File: src/rtl/acc_alu_pkg.sv
package acc_alu_pkg;
   typedef enum logic [2:0] {
      BIN_ADD = 3'b000, BIN_ADC = 3'b001, BIN_SUB = 3'b010, BIN_SBC = 3'b011,
      BIN_AND = 3'b100, BIN_XOR = 3'b101, BIN_OR  = 3'b110, BIN_CMP = 3'b111
   } bin_op_e;

   // Single-operand selector, equal to instruction bits 5:3 of the 00xxx111 row
   typedef enum logic [2:0] {
      UN_ROL  = 3'b000, UN_ROR  = 3'b001, UN_RCL = 3'b010, UN_RCR = 3'b011,
      UN_NONE = 3'b100, UN_INV  = 3'b101, UN_STC = 3'b110, UN_CMC = 3'b111
   } un_op_e;
endpackage

File: src/rtl/acc_alu_decode.sv
module acc_alu_decode
   import acc_alu_pkg::*;
(
   input  logic [7:0] instr,
   output logic       is_bin,
   output logic       use_imm,
   output bin_op_e    bin_op,
   output logic       is_un,
   output un_op_e     un_op
);
   logic reg_form, imm_form;

   always_comb begin
      reg_form = (instr[7:6] == 2'b10);
      imm_form = (instr[7:6] == 2'b11) && (instr[2:0] == 3'b110);
      is_bin   = reg_form | imm_form;
      use_imm  = imm_form;
      bin_op   = bin_op_e'(instr[5:3]);
      un_op    = un_op_e'(instr[5:3]);
      is_un    = (instr[7:6] == 2'b00) && (instr[2:0] == 3'b111)
                 && (instr[5:3] != 3'b100);
   end
endmodule

File: src/rtl/acc_alu_arith.sv
module acc_alu_arith
   import acc_alu_pkg::*;
#(
   parameter int DATA_W = 8
) (
   input  logic [DATA_W-1:0] a,
   input  logic [DATA_W-1:0] b,
   input  logic              cin,
   input  bin_op_e           op,
   output logic [DATA_W-1:0] res,
   output logic              cout,
   output logic              wr
);
   localparam int EXT_W = DATA_W + 1;

   logic [EXT_W-1:0] sum_x, dif_x;
   logic             use_c;

   always_comb begin
      use_c = (op == BIN_ADC) || (op == BIN_SBC);
      sum_x = {1'b0, a} + {1'b0, b} + {{DATA_W{1'b0}}, use_c & cin};
      dif_x = {1'b0, a} - {1'b0, b} - {{DATA_W{1'b0}}, use_c & cin};
      wr    = (op != BIN_CMP);
      unique case (op)
         BIN_ADD, BIN_ADC: begin res = sum_x[DATA_W-1:0]; cout = sum_x[DATA_W]; end
         BIN_SUB, BIN_SBC,
         BIN_CMP:          begin res = dif_x[DATA_W-1:0]; cout = dif_x[DATA_W]; end
         BIN_AND:          begin res = a & b; cout = 1'b0; end
         BIN_XOR:          begin res = a ^ b; cout = 1'b0; end
         default:          begin res = a | b; cout = 1'b0; end
      endcase
   end
endmodule

File: src/rtl/acc_alu_rotate.sv
module acc_alu_rotate
   import acc_alu_pkg::*;
#(
   parameter int DATA_W = 8
) (
   input  logic [DATA_W-1:0] a,
   input  logic              cin,
   input  un_op_e            op,
   output logic [DATA_W-1:0] res,
   output logic              cout,
   output logic              wr
);
   localparam int MSB = DATA_W - 1;

   logic fill_l, fill_r;
   logic [DATA_W-1:0] rot_l, rot_r;

   assign fill_l = (op == UN_RCL) ? cin : a[MSB];
   assign fill_r = (op == UN_RCR) ? cin : a[0];

   for (genvar i = 0; i < DATA_W; i++) begin : g_bit
      if (i == 0) begin : g_lo
         assign rot_l[i] = fill_l;
      end else begin : g_lsh
         assign rot_l[i] = a[i-1];
      end
      if (i == MSB) begin : g_hi
         assign rot_r[i] = fill_r;
      end else begin : g_rsh
         assign rot_r[i] = a[i+1];
      end
   end

   always_comb begin
      res  = a;
      cout = cin;
      wr   = 1'b1;
      unique case (op)
         UN_ROL, UN_RCL: begin res = rot_l; cout = a[MSB]; end
         UN_ROR, UN_RCR: begin res = rot_r; cout = a[0]; end
         UN_INV:         res = ~a;
         UN_STC:         begin cout = 1'b1; wr = 1'b0; end
         UN_CMC:         begin cout = ~cin; wr = 1'b0; end
         default:        wr = 1'b0;
      endcase
   end
endmodule

File: src/rtl/acc_alu.sv
module acc_alu
   import acc_alu_pkg::*;
#(
   parameter int DATA_W = 8
) (
   input  logic              clk,
   input  logic              rst_n,
   input  logic              op_valid,
   input  logic [7:0]        instr,
   input  logic [DATA_W-1:0] acc_in,
   input  logic [DATA_W-1:0] reg_val,
   input  logic [DATA_W-1:0] imm_val,
   output logic [DATA_W-1:0] acc_out,
   output logic              acc_we,
   output logic              carry_next,
   output logic              carry_q
);
   if (DATA_W < 2) begin : g_chk_w
      $error("acc_alu: DATA_W must be at least 2");
   end

   logic              is_bin, use_imm, is_un;
   bin_op_e           bin_op;
   un_op_e            un_op;
   logic [DATA_W-1:0] opnd, ar_res, ro_res;
   logic              ar_c, ar_wr, ro_c, ro_wr;

   acc_alu_decode u_dec (
      .instr(instr), .is_bin(is_bin), .use_imm(use_imm),
      .bin_op(bin_op), .is_un(is_un), .un_op(un_op)
   );

   assign opnd = use_imm ? imm_val : reg_val;

   acc_alu_arith #(.DATA_W(DATA_W)) u_ar (
      .a(acc_in), .b(opnd), .cin(carry_q), .op(bin_op),
      .res(ar_res), .cout(ar_c), .wr(ar_wr)
   );

   acc_alu_rotate #(.DATA_W(DATA_W)) u_ro (
      .a(acc_in), .cin(carry_q), .op(un_op),
      .res(ro_res), .cout(ro_c), .wr(ro_wr)
   );

   always_comb begin
      if (is_bin) begin
         acc_out = ar_res; carry_next = ar_c; acc_we = op_valid & ar_wr;
      end else if (is_un) begin
         acc_out = ro_res; carry_next = ro_c; acc_we = op_valid & ro_wr;
      end else begin
         acc_out = acc_in; carry_next = carry_q; acc_we = 1'b0;
      end
   end

   always_ff @(posedge clk or negedge rst_n) begin
      if (!rst_n)                         carry_q <= 1'b0;
      else if (op_valid & (is_bin | is_un)) carry_q <= carry_next;
   end

   // Strobe low keeps the flag and blocks writes
   p_hold_r12: assert property (@(posedge clk) disable iff (!rst_n)
      !op_valid |=> $stable(carry_q));
   p_nowe_r12: assert property (@(posedge clk) disable iff (!rst_n)
      !op_valid |-> !acc_we);
   // Compare never writes the accumulator
   p_cmp_nowr_r5: assert property (@(posedge clk) disable iff (!rst_n)
      (is_bin && bin_op == BIN_CMP) |-> !acc_we);
   // Logic operations leave the carry cleared
   p_logic_clr_r6: assert property (@(posedge clk) disable iff (!rst_n)
      (op_valid && is_bin && bin_op[2] && bin_op != BIN_CMP) |=> !carry_q);
   p_stc_r11: assert property (@(posedge clk) disable iff (!rst_n)
      (op_valid && instr == 8'h37) |=> carry_q);
   p_cmc_r11: assert property (@(posedge clk) disable iff (!rst_n)
      (op_valid && instr == 8'h3F) |=> (carry_q != $past(carry_q)));
   p_other_r13: assert property (@(posedge clk) disable iff (!rst_n)
      (!is_bin && !is_un) |=> $stable(carry_q));
endmodule

File: config.mk
export PLATFORM = sky130hd
export DESIGN_NAME = acc_alu
export DESIGN_NICKNAME = d
export VERILOG_FILES = /design/src/rtl/acc_alu_pkg.sv /design/src/rtl/acc_alu_decode.sv /design/src/rtl/acc_alu_arith.sv /design/src/rtl/acc_alu_rotate.sv /design/src/rtl/acc_alu.sv
export SDC_FILE = /design/constraint.sdc
export NUM_CORES = 1
export LEC_CHECK = 0
export BUFFER_PORTS_ARGS = -buffer_cell sky130_fd_sc_hd__buf_4
export CORE_ASPECT_RATIO = 1.2
export CORE_MARGIN = 2
export CORE_UTILIZATION = 25
export DETAILED_ROUTE_END_ITERATION = 8
export SLEW_MARGIN = 20
export SYNTH_ARGS = -nofsm -noshare
export SYNTH_HDL_FRONTEND = slang
export SYNTH_SLANG_ARGS = --single-unit
File: constraint.sdc
create_clock -name clk -period 3.5 [get_ports clk]
set_input_delay 0.175 -clock clk [delete_from_list [all_inputs] [get_ports clk]]
set_output_delay 0.175 -clock clk [all_outputs]
set_load 0.01 [all_outputs]
==> results of run 1 <==
power by group through the flow:
| stage | sequential [W] | clock, W | combinational [W] |
|---|---|---|---|
| detailed placement | 0.0000178 | 0 | 0.000393 |
| global placement | 0.0000177 | 0 | 0.000389 |
| floorplan | 0.0000181 | 0 | 0.000266 |
| global route | 0.0000183 | 0 | 0.000455 |
| CTS | 0.0000179 | 0 | 0.000396 |
| finish | 0.0000179 | 0 | 0.000411 |
metal layers:
| metal | wire length [um] | track usage [%] |
|---|---|---|
| met3 | 415 | 1.891 |
| met4 | 116 | 3.053 |
| met1 | 2614 | 16.93 |
| met2 | 3267 | 26.19 |
| met5 | 0 | 0 |
cells by family (layout without fill, tap and decap cells):
group / count (synthesis) / after routing / share of synthesized area, %
AOI/OAI and AO/OA: 93 / 93 / 32.49
xor gates and xnor gates: 14 / 14 / 6.331
adders and majority gates: 32 / 32 / 21.45
buffers and inverters: 48 / 89 / 10.14
DFF: 1 / 1 / 1.292
muxes: 13 / 13 / 7.300
and+or+nand+nor: 78 / 78 / 21.00
Yosys cell counts, types with 2 or more instances:
library cell   n
nor3_1         5
buf_2          7
a21o_1         2
a22o_1         2
nand3_1        6
a211o_1        5
a21boi_0       3
ha_1          30
nor2b_1        6
o211ai_1       5
inv_1         35
a31oi_1        3
o21ai_0       16
xnor2_1       13
mux2_2         9
nand2_1       20
a21oi_1       20
o22ai_1       12
nor3b_1        2
clkbuf_1       4
fa_1           2
a221oi_1       2
nand2b_1      10
mux2i_1        4
nand3b_1       2
a211oi_1       5
o311ai_0       2
o31ai_1        2
nor2_1        19
critical path: cells and delay by family:
kind	cells	cell delay [ps]
AOI/OAI and AO/OA	4	780
and+or+nand+nor	5	750
adders and majority gates	2	550
buffers and inverters	4	470
muxes	1	310
xor gates and xnor gates	2	180
layout make-up:
class / count / area [um^2]
fillers: 828 / 5177
inverters: 35 / 131.4
multi-input cells: 230 / 1759
flip-flops and latches: 1 / 25.02
well taps: 92 / 115.1
repair buffers: 54 / 411.6
repair_timing:
action | in CTS | in global routing
hold buffers | 1 | 0
setup buffers | 0 | 1
hold endpoints to repair | 1 | 0
setup endpoints to repair | 0 | 3
gates resized for setup | 0 | 10
per-stage QoR:
step	instance area, um^2	cells	setup slack (ps)	power [W]
4_1_cts	2387	411	96.13	0.0004143
6_report	2442	412	121.4	0.0004294
3_3_place_gp	2377	410	196.9	0.0004072
3_5_place_dp	2377	410	108.9	0.0004104
5_1_grt	2442	412	-42.29	0.0004738
2_1_floorplan	1937	279	338.1	0.0002842
how the worst max path moves through the flow:
| stage | endpoint | slack (ps) | depth (start not counted) | from |
|---|---|---|---|---|
| global placement | carry_next | 200 | 17 | instr[0] |
| finish | acc_out[4] | 120 | 18 | instr[0] |
| global route | carry_next | -40 | 17 | instr[0] |
| detailed placement | carry_next | 110 | 17 | instr[0] |
| CTS | carry_next | 100 | 17 | instr[0] |
| floorplan | carry_q | 340 | 15 | instr[0] |
==> impl_table.tex, run 1 <==
\begin{tabular}{lr}
\hline
Metric & Value \\
\hline
\multicolumn{2}{l}{\textbf{GRT}} \\
Congestion Overflow GR & 0 \\
Maximum number of pins on one net before global-route repair & 36 \\
Global router's overall resource usage & 13.98\% \\
Vias in the first global route & 2,089 \\
Number of antenna violations at the first check in global routing & 0 \\
Wire length of the first global-routing pass & 9970 um \\
\multicolumn{2}{l}{\textbf{Die}} \\
Die height & 100.4 um \\
Initial core utilization & 25.42\% \\
Number of cell rows & 35 \\
Width of the die & 84.35 um \\
Die Outline Area & 8470 um\^{}2 \\
Core Box Area & 7620 um\^{}2 \\
Num ports & 46 \\
\multicolumn{2}{l}{\textbf{STA}} \\
Sum of negative setup slack & 0 ps \\
Final hold slack & 445.3 ps \\
Final setup violating endpoints & 0 \\
RSZ-0062 raised after global routing & true \\
Slew of the pin with the lowest slew margin & 916.5 ps \\
Count of endpoints failing hold in the final timing report & 0 \\
Post-route minimum period & 3379 ps \\
Final-report max-slew violation count & 0 \\
Post-Route Skew & 0 ps \\
Share of the clock period used by the worst path after layout & 96.53\% \\
Tightest slew margin relative to the limit & 38.77\% \\
Highest clock frequency the design can meet & 296.0 MHz \\
\multicolumn{2}{l}{\textbf{Synthesis}} \\
Largest cells by area after synthesis & ha\_1, inv\_1, xnor2\_1 \\
Yosys Warn Count & 0 \\
Number of enable-type register cells in the synthesized netlist & 0 \\
Synth cell types & 55 \\
Asr flop ratio synth & 100.0\% \\
Avg Synthesized Cell Area & 6.942 um\^{}2 \\
Post-synthesis sequential area ratio & 1.292\% \\
Synth top area share & 19.38\% \\
Post-Synthesis Net Count & 346 \\
Cell area after technology mapping & 1937 um\^{}2 \\
Most used DFF post-synth & dfrtp\_1 \\
Cell count after synthesis & 279 \\
Most area-hungry cell type in the Yosys netlist & ha\_1 \\
Yosys reg bits & 1 \\
\multicolumn{2}{l}{\textbf{Worst setup path}} \\
R2R Path Start & carry\_q \\
CP max-delay cell & fa\_1 \\
Most numerous cell on the critical path & buf\_4 \\
Critical Path, Cell by Cell & buf\_4 -> nand3b\_4 -> nor2\_4 -> mux2i\_4 -> xnor2\_2 -> ha\_1 -> a31o\_2 -> nor2\_1 -> inv\_1 -> fa\_1 -> nand2b\_1 -> buf\_4 -> a21oi\_1 -> nor2\_1 -> xnor2\_1 -> a221oi\_1 -> o22ai\_1 -> buf\_4 \\
Endpoint type of the worst setup path & output port \\
Type of element launching the critical path & primary input \\
Critical Path Fanout Max & 4 \\
Data arrival time at the worst-slack endpoint & 3200 ps \\
Number of cells traversed by the worst register-to-register path & 13 \\
Critical path start-end classification & primary input to output port \\
Required time reported for the critical path endpoint & 3320 ps \\
Reg2reg setup slack & 670 ps \\
Worst path max stage delay & 370 ps \\
Destination of the worst register-to-register timing path & carry\_q \\
\multicolumn{2}{l}{\textbf{Final layout}} \\
Largest register FFs & 1 \\
Most common library cell in the layout ignoring fill and taps & buf\_4 \\
Final core occ & 32.05\% \\
Leading cell types in the layout, fill and taps excluded & buf\_4, inv\_1, ha\_1 \\
Number of diodes & 0 \\
Register with the most flip-flops & carry\_q \\
Nets & 389 \\
Syn-to-layout area delta & 26.10\% \\
Biggest regs & carry\_q x1 \\
Fraction of layout instances using a drive strength above 1 & 23.13\% \\
\multicolumn{2}{l}{\textbf{Min path}} \\
Hold Crit Depth & 2 \\
End of the worst hold path & carry\_q \\
Worst Hold Class & primary input to flop \\
Worst hold start & op\_valid \\
\multicolumn{2}{l}{\textbf{Power}} \\
Internal power summed over all cells & 0.0002089 W \\
Leakage power summed over all cells & 1.123 nW \\
Worst IR drop on VDD & 0.1306 mV \\
Clock power share & 0\% \\
Comb power frac & 95.8\% \\
Net switching share of the total power & 51.34\% \\
Ratio of total power to cell area & 175.8 nW/um\^{}2 \\
Reg power frac & 4.2\% \\
Net switching power & 0.0002205 W \\
\multicolumn{2}{l}{\textbf{Run status}} \\
Run status & finished clean \\
\multicolumn{2}{l}{\textbf{Route}} \\
Vias & 2,208 \\
Number of routed nets with antenna violations & 0 \\
Vias per cell & 5.359 \\
Routed wire per std cell & 15.57 um \\
Initial detailed-routing violation count & 198 \\
Routed WL & 6414 um \\
Drc violations & 0 \\
Pre-Repair DR Iteration Count & 4 \\
\multicolumn{2}{l}{\textbf{Run}} \\
Max-cap violations & 0 \\
\multicolumn{2}{l}{\textbf{Placement}} \\
Half-perimeter wire length after placement & 4994 um \\
Number of buffer cells added on primary ports & 45 \\
Global placer's final weighted congestion & 0.9085 \\
\multicolumn{2}{l}{\textbf{Clock tree}} \\
Clock slew at the register clock pins of the worst setup and hold paths & 0 ps \\
Clk\_lat worst skew & 0 ps \\
\hline
\end{tabular}
(Power assumes the default switching activity.)
==> run 2, diff against run 1 <==
- CORE_UTILIZATION: 25 -> 45
- PLACE_DENSITY: default -> 0.69
==> run 2 against run 1 <==
  * Register-to-register slack worse by 60 ps
  * Worst setup slack worse by 27 ps
  * Final cell count down 8.5%
  * Combinational power down 4%
  * Highest routed layer unchanged
  * Sequential power about the same
  * Core utilization up 25 points
  * Via count down 0.41%
  * Die area down 43%
==> impl_table.tex, run 2 (synthesis gave the netlist of run 1 again) <==
\begin{tabular}{lr}
\hline
Metric & Value \\
\hline
\multicolumn{2}{l}{\textbf{Route}} \\
Routed WL & 5764 um (-10\%) \\
Routed wire per std cell & 15.29 um (-1.8\%) \\
Pre-Repair DR Iteration Count & 4 (unchanged) \\
Initial detailed-routing violation count & 156 (-21\%) \\
Drc violations & 0 (unchanged) \\
Vias per cell & 5.833 (+8.8\%) \\
Vias & 2,199 (-0.41\%) \\
Number of routed nets with antenna violations & 0 (unchanged) \\
\multicolumn{2}{l}{\textbf{GRT}} \\
Wire length of the first global-routing pass & 9315 um (-6.6\%) \\
Vias in the first global route & 1,999 (-4.3\%) \\
Congestion Overflow GR & 0 (unchanged) \\
Number of antenna violations at the first check in global routing & 0 (unchanged) \\
Maximum number of pins on one net before global-route repair & 36 (unchanged) \\
Global router's overall resource usage & 23.41\% (+9.4 points) \\
\multicolumn{2}{l}{\textbf{Placement}} \\
Global placer's final weighted congestion & 0.8985 (-1.1\%) \\
Half-perimeter wire length after placement & 4591 um (-8.1\%) \\
Number of buffer cells added on primary ports & 45 (unchanged) \\
\multicolumn{2}{l}{\textbf{Power}} \\
Ratio of total power to cell area & 172.9 nW/um\^{}2 (-1.7\%) \\
Total power & 0.0004103 W (-4.4\%) \\
Leakage power summed over all cells & 1.128 nW (+0.45\%) \\
Internal power summed over all cells & 0.0002001 W (-4.2\%) \\
Reg power frac & 4.3\% (about the same) \\
Net switching share of the total power & 51.22\% (-0.12 points) \\
Clock power share & 0\% (unchanged) \\
Net switching power & 0.0002102 W (-4.7\%) \\
Comb power frac & 95.7\% (about the same) \\
Worst IR drop on VDD & 0.06996 mV (-46\%) \\
\multicolumn{2}{l}{\textbf{Worst setup path}} \\
Critical Path Fanout Max & 4 (unchanged) \\
Endpoint type of the worst setup path & output port \\
Required time reported for the critical path endpoint & 3320 ps (about the same) \\
Critical path start-end classification & primary input to output port \\
Data arrival time at the worst-slack endpoint & 3230 ps (+30 ps) \\
Type of element launching the critical path & primary input \\
\multicolumn{2}{l}{\textbf{Min path}} \\
Worst Hold Class & primary input to flop \\
\multicolumn{2}{l}{\textbf{Clock tree}} \\
Clock slew at the register clock pins of the worst setup and hold paths & 0 ps (unchanged) \\
Clk\_lat worst skew & 0 ps (unchanged) \\
\multicolumn{2}{l}{\textbf{STA}} \\
Final setup violating endpoints & 0 (unchanged) \\
Post-Route Skew & 0 ps (unchanged) \\
Highest clock frequency the design can meet & 293.6 MHz (-0.80\%) \\
Count of endpoints failing hold in the final timing report & 0 (unchanged) \\
Tightest slew margin relative to the limit & 60.67\% (+22 points) \\
Slew of the pin with the lowest slew margin & 589.9 ps (-326.5 ps) \\
Share of the clock period used by the worst path after layout & 97.31\% (+0.78 points) \\
Final-report max-slew violation count & 0 (unchanged) \\
Post-route minimum period & 3406 ps (+27.39 ps) \\
Final hold slack & 442.8 ps (-2.415 ps) \\
\multicolumn{2}{l}{\textbf{Final layout}} \\
Syn-to-layout area delta & 22.55\% \\
Register with the most flip-flops & carry\_q \\
Final core occ & 56.56\% (+25 points) \\
Fraction of layout instances using a drive strength above 1 & 21.81\% (-1.3 points) \\
Nets & 390 (+0.26\%) \\
Leading cell types in the layout, fill and taps excluded & buf\_4, inv\_1, ha\_1 \\
Number of diodes & 0 (unchanged) \\
Fillers & 436 (-47\%) \\
Largest register FFs & 1 (unchanged) \\
Most common library cell in the layout ignoring fill and taps & buf\_4 \\
Biggest regs & carry\_q x1 \\
\multicolumn{2}{l}{\textbf{Run}} \\
Max-cap violations & 0 (unchanged) \\
\multicolumn{2}{l}{\textbf{Die}} \\
Core Box Area & 4197 um\^{}2 (-45\%) \\
Width of the die & 63.89 um (-24\%) \\
Initial core utilization & 46.15\% (+21 points) \\
Die height & 75.87 um (-24\%) \\
Num ports & 46 (unchanged) \\
Die Outline Area & 4847 um\^{}2 (-43\%) \\
Number of cell rows & 26 (-26\%) \\
\multicolumn{2}{l}{\textbf{Run status}} \\
Run status & finished clean \\
\hline
\end{tabular}
[run 2: critical path, stage by stage]
cell and delay, ps:
buf_4 110, nand3b_4 180, nor2_4 170, buf_12 130, mux2_2 360, ha_1 300
inv_1 70, ha_1 350, a21o_1 170, a31oi_1 220, o2111ai_2 170, xnor2_1 150
a311o_1 380, a21boi_0 140, buf_4 150
[run 2: what timing repair did]
action / CTS / global route
buffers inserted: 0 / 2
gates resized for setup: 0 / 2
hold buffers: 1 / 0
hold endpoints to repair: 1 / 0
setup endpoints to repair: 0 / 2
[run 2: power groups by stage]
stage               logic (W)  registers, W  clock network (W)
floorplan            0.000266     0.0000181                  0
detailed placement   0.000386     0.0000177                  0
CTS                  0.000390     0.0000178                  0
finish               0.000393     0.0000178                  0
global route         0.000433     0.0000182                  0
global placement     0.000384     0.0000179                  0
[run 2: area by class of cell]
cell class              count  area [um^2]  area share (%)
flip-flops and latches      1        25.02           1.054
multi-input cells         230         1719           72.43
well taps                  56        70.07           2.952
repair buffers             55        427.9           18.03
inverters                  35        131.4           5.535
[run 2: worst paths after layout]
kind / start / end / slack (ps) / cells past startpoint
worst max register to register: carry_q / carry_q / 610 / 13
max in group asynchronous: rst_n / carry_q / 2920 / 2
min in group asynchronous: rst_n / carry_q / 500 / 2
worst max-delay path: instr[0] / carry_next / 90 / 15
worst min register to register: carry_q / carry_q / 590 / 1
worst min-delay path: op_valid / carry_q / 440 / 2
[run 2: routing by layer]
metal  routed length [um]  vias to the layer above  share of wire, %  track usage [%]
met5                    0                        -                 0                0
met4                   51                        0              0.88            2.899
met3                  386                        4               6.7            1.329
met2                 2879                       83                50            43.87
met1                 2447                     1024                42            30.50
li1                     -                     1088                 -                -
[run 2: through the flow]
| stage | instances | setup slack [ps] | TNS, ps | cell area (um^2) |
|---|---|---|---|---|
| after floorplan | 279 | 338.1 | 0 | 1937 |
| after detailed placement | 374 | 111.1 | 0 | 2332 |
| after global placement | 374 | 196.4 | 0 | 2332 |
| after CTS | 375 | 106.5 | 0 | 2342 |
| final | 377 | 93.99 | 0 | 2374 |
| after global routing | 377 | -12.56 | -12.56 | 2374 |
==> run 3, diff against run 2 <==
- RECOVER_POWER: default -> 50
==> run 3 against run 2 <==
  * Worst setup slack about the same
  * Via count unchanged
  * Combinational power hardly changed
  * Die area unchanged
  * Sequential power hardly changed
  * Highest routed layer unchanged
==> impl_table.tex, run 3 (synthesis gave the netlist of run 1 again) <==
\begin{tabular}{lr}
\hline
Metric & Value \\
\hline
\multicolumn{2}{l}{\textbf{Route}} \\
Number of routed nets with antenna violations & 0 (unchanged) \\
Pre-Repair DR Iteration Count & 4 (unchanged) \\
Initial detailed-routing violation count & 156 (unchanged) \\
Vias per cell & 5.833 (unchanged) \\
Routed WL & 5764 um (unchanged) \\
Drc violations & 0 (unchanged) \\
Vias & 2,199 (unchanged) \\
Routed wire per std cell & 15.29 um (unchanged) \\
\multicolumn{2}{l}{\textbf{Power}} \\
Worst IR drop on VDD & 0.06993 mV (about the same) \\
Leakage power summed over all cells & 1.124 nW (-0.34\%) \\
Ratio of total power to cell area & 172.3 nW/um\^{}2 (-0.31\%) \\
\multicolumn{2}{l}{\textbf{Die}} \\
Core Box Area & 4197 um\^{}2 (unchanged) \\
Die height & 75.87 um (unchanged) \\
Initial core utilization & 46.15\% (unchanged) \\
Width of the die & 63.89 um (unchanged) \\
Die Outline Area & 4847 um\^{}2 (unchanged) \\
Number of cell rows & 26 (unchanged) \\
Num ports & 46 (unchanged) \\
\multicolumn{2}{l}{\textbf{Final layout}} \\
Register with the most flip-flops & carry\_q \\
Fraction of layout instances using a drive strength above 1 & 21.50\% (-0.31 points) \\
Nets & 390 (unchanged) \\
Biggest regs & carry\_q x1 \\
Leading cell types in the layout, fill and taps excluded & buf\_4, inv\_1, ha\_1 \\
Final core occ & 56.47\% (-0.089 points) \\
Syn-to-layout area delta & 22.35\% \\
Number of diodes & 0 (unchanged) \\
Most common library cell in the layout ignoring fill and taps & buf\_4 \\
Largest register FFs & 1 (unchanged) \\
\multicolumn{2}{l}{\textbf{Worst setup path}} \\
CP delay by family, top & compound AO/OA/AOI/OAI gates \\
Buffers and inverters on the worst path & 4 (unchanged) \\
Number of cells on the critical path & 15 (unchanged) \\
Required time reported for the critical path endpoint & 3320 ps (about the same) \\
Critical path start-end classification & primary input to output port \\
Type of element launching the critical path & primary input \\
CP max-delay cell & a311o\_1 \\
Endpoint type of the worst setup path & output port \\
Data arrival time at the worst-slack endpoint & 3230 ps (about the same) \\
Critical Path, Cell by Cell & buf\_4 -> nand3b\_4 -> nor2\_4 -> buf\_12 -> mux2\_2 -> ha\_1 -> inv\_1 -> ha\_1 -> a21o\_1 -> a31oi\_1 -> o2111ai\_2 -> xnor2\_1 -> a311o\_1 -> a21boi\_0 -> buf\_4 \\
Worst path max stage delay & 380 ps (about the same) \\
Number of cells traversed by the worst register-to-register path & 13 (unchanged) \\
Critical Path Fanout Max & 4 (unchanged) \\
\multicolumn{2}{l}{\textbf{Placement}} \\
Global placer's final weighted congestion & 0.8985 (unchanged) \\
Number of buffer cells added on primary ports & 45 (unchanged) \\
Pre-CTS worst setup slack & 111.1 ps (unchanged) \\
Half-perimeter wire length after placement & 4591 um (unchanged) \\
\multicolumn{2}{l}{\textbf{GRT}} \\
Number of antenna violations at the first check in global routing & 0 (unchanged) \\
Wire length of the first global-routing pass & 9315 um (unchanged) \\
Maximum number of pins on one net before global-route repair & 36 (unchanged) \\
Global router's overall resource usage & 23.41\% (unchanged) \\
Congestion Overflow GR & 0 (unchanged) \\
Vias in the first global route & 1,999 (unchanged) \\
\multicolumn{2}{l}{\textbf{STA}} \\
Post-route minimum period & 3406 ps (+0.1763 ps) \\
Final setup violating endpoints & 0 (unchanged) \\
Share of the clock period used by the worst path after layout & 97.32\% (about the same) \\
Slew of the pin with the lowest slew margin & 589.9 ps (unchanged) \\
Tightest slew margin relative to the limit & 60.67\% (unchanged) \\
Highest clock frequency the design can meet & 293.6 MHz (about the same) \\
Sum of negative setup slack & 0 ps (unchanged) \\
Count of endpoints failing hold in the final timing report & 0 (unchanged) \\
Final-report max-slew violation count & 0 (unchanged) \\
Post-layout worst setup margin & 93.81 ps (-0.1763 ps) \\
Post-Route Skew & 0 ps (unchanged) \\
\multicolumn{2}{l}{\textbf{Run status}} \\
Run status & finished clean \\
\multicolumn{2}{l}{\textbf{Run}} \\
Max-cap violations & 0 (unchanged) \\
\multicolumn{2}{l}{\textbf{Clock tree}} \\
Clock slew at the register clock pins of the worst setup and hold paths & 0 ps (unchanged) \\
Clk\_lat worst skew & 0 ps (unchanged) \\
\multicolumn{2}{l}{\textbf{Min path}} \\
Worst Hold Class & primary input to flop \\
Hold Crit Depth & 2 (unchanged) \\
\hline
\end{tabular}
run 3: changes by cell type in the layout (fill, tap and decap cells not counted), sizes merged:
cell / delta
buf: -2
clkbuf: +2
run 3: cell type report:
class,instances,area (um^2)
fillers,437,1827
multi-input cells,230,1719
repair buffers,55,424.2
inverters,35,131.4
well taps,56,70.07
flip-flops and latches,1,25.02
run 3: worst paths after layout:
path	slack, ps	end	from
max	90	carry_next	instr[0]
min	440	carry_q	op_valid
max reg2reg	610	carry_q	carry_q
min reg2reg	590	carry_q	carry_q
max in group asynchronous	2910	carry_q	rst_n
min in group asynchronous	510	carry_q	rst_n
run 3: report_power, final:
group	leakage (nW)	switching (W)	internal (W)	total (W)
Clock	0	0	0	0
Combinational	1.11	0.000207	0.000184	0.000391
Sequential	0.0119	0.00000359	0.0000141	0.0000177
Total	1.12	0.000210	0.000198	0.000408
run 3: repair_timing:
item / CTS / global route
hold buffers: 1 / 0
buffers inserted: 0 / 2
endpoints found under the setup margin: 0 / 2
gates resized for setup: 0 / 2
hold endpoints to repair: 1 / 0
run 3: per-stage QoR:
step           instances  total power [W]  area [um^2]  hold slack, ps
2_1_floorplan        279        0.0002842         1937          -120.6
3_3_place_gp         374        0.0004017         2332          -49.73
3_5_place_dp         374        0.0004039         2332          -47.03
4_1_cts              375        0.0004075         2342           442.6
5_1_grt              377        0.0004491         2370           448.1
6_report             377        0.0004084         2370           442.8
run 3: worst reg2reg max path, stage by stage (launching register included):
cell and delay [ps]:
dfrtp_1 410, nand3b_1 170, inv_1 100, xnor2_1 180
ha_1 170, a21o_1 110, inv_1 60, fa_1 410
nand2_2 100, a31oi_1 120, o2111ai_2 230, xnor2_1 90
a311o_1 380, a32o_1 250
run 3: metal layers:
layer | vias to the layer above | global-route usage (%) | wire [um]
met2 | 83 | 43.87 | 2878
met4 | 0 | 2.899 | 51
li1 | 1088 | - | -
met3 | 4 | 1.329 | 388
met1 | 1024 | 30.50 | 2447
met5 | - | 0 | 0
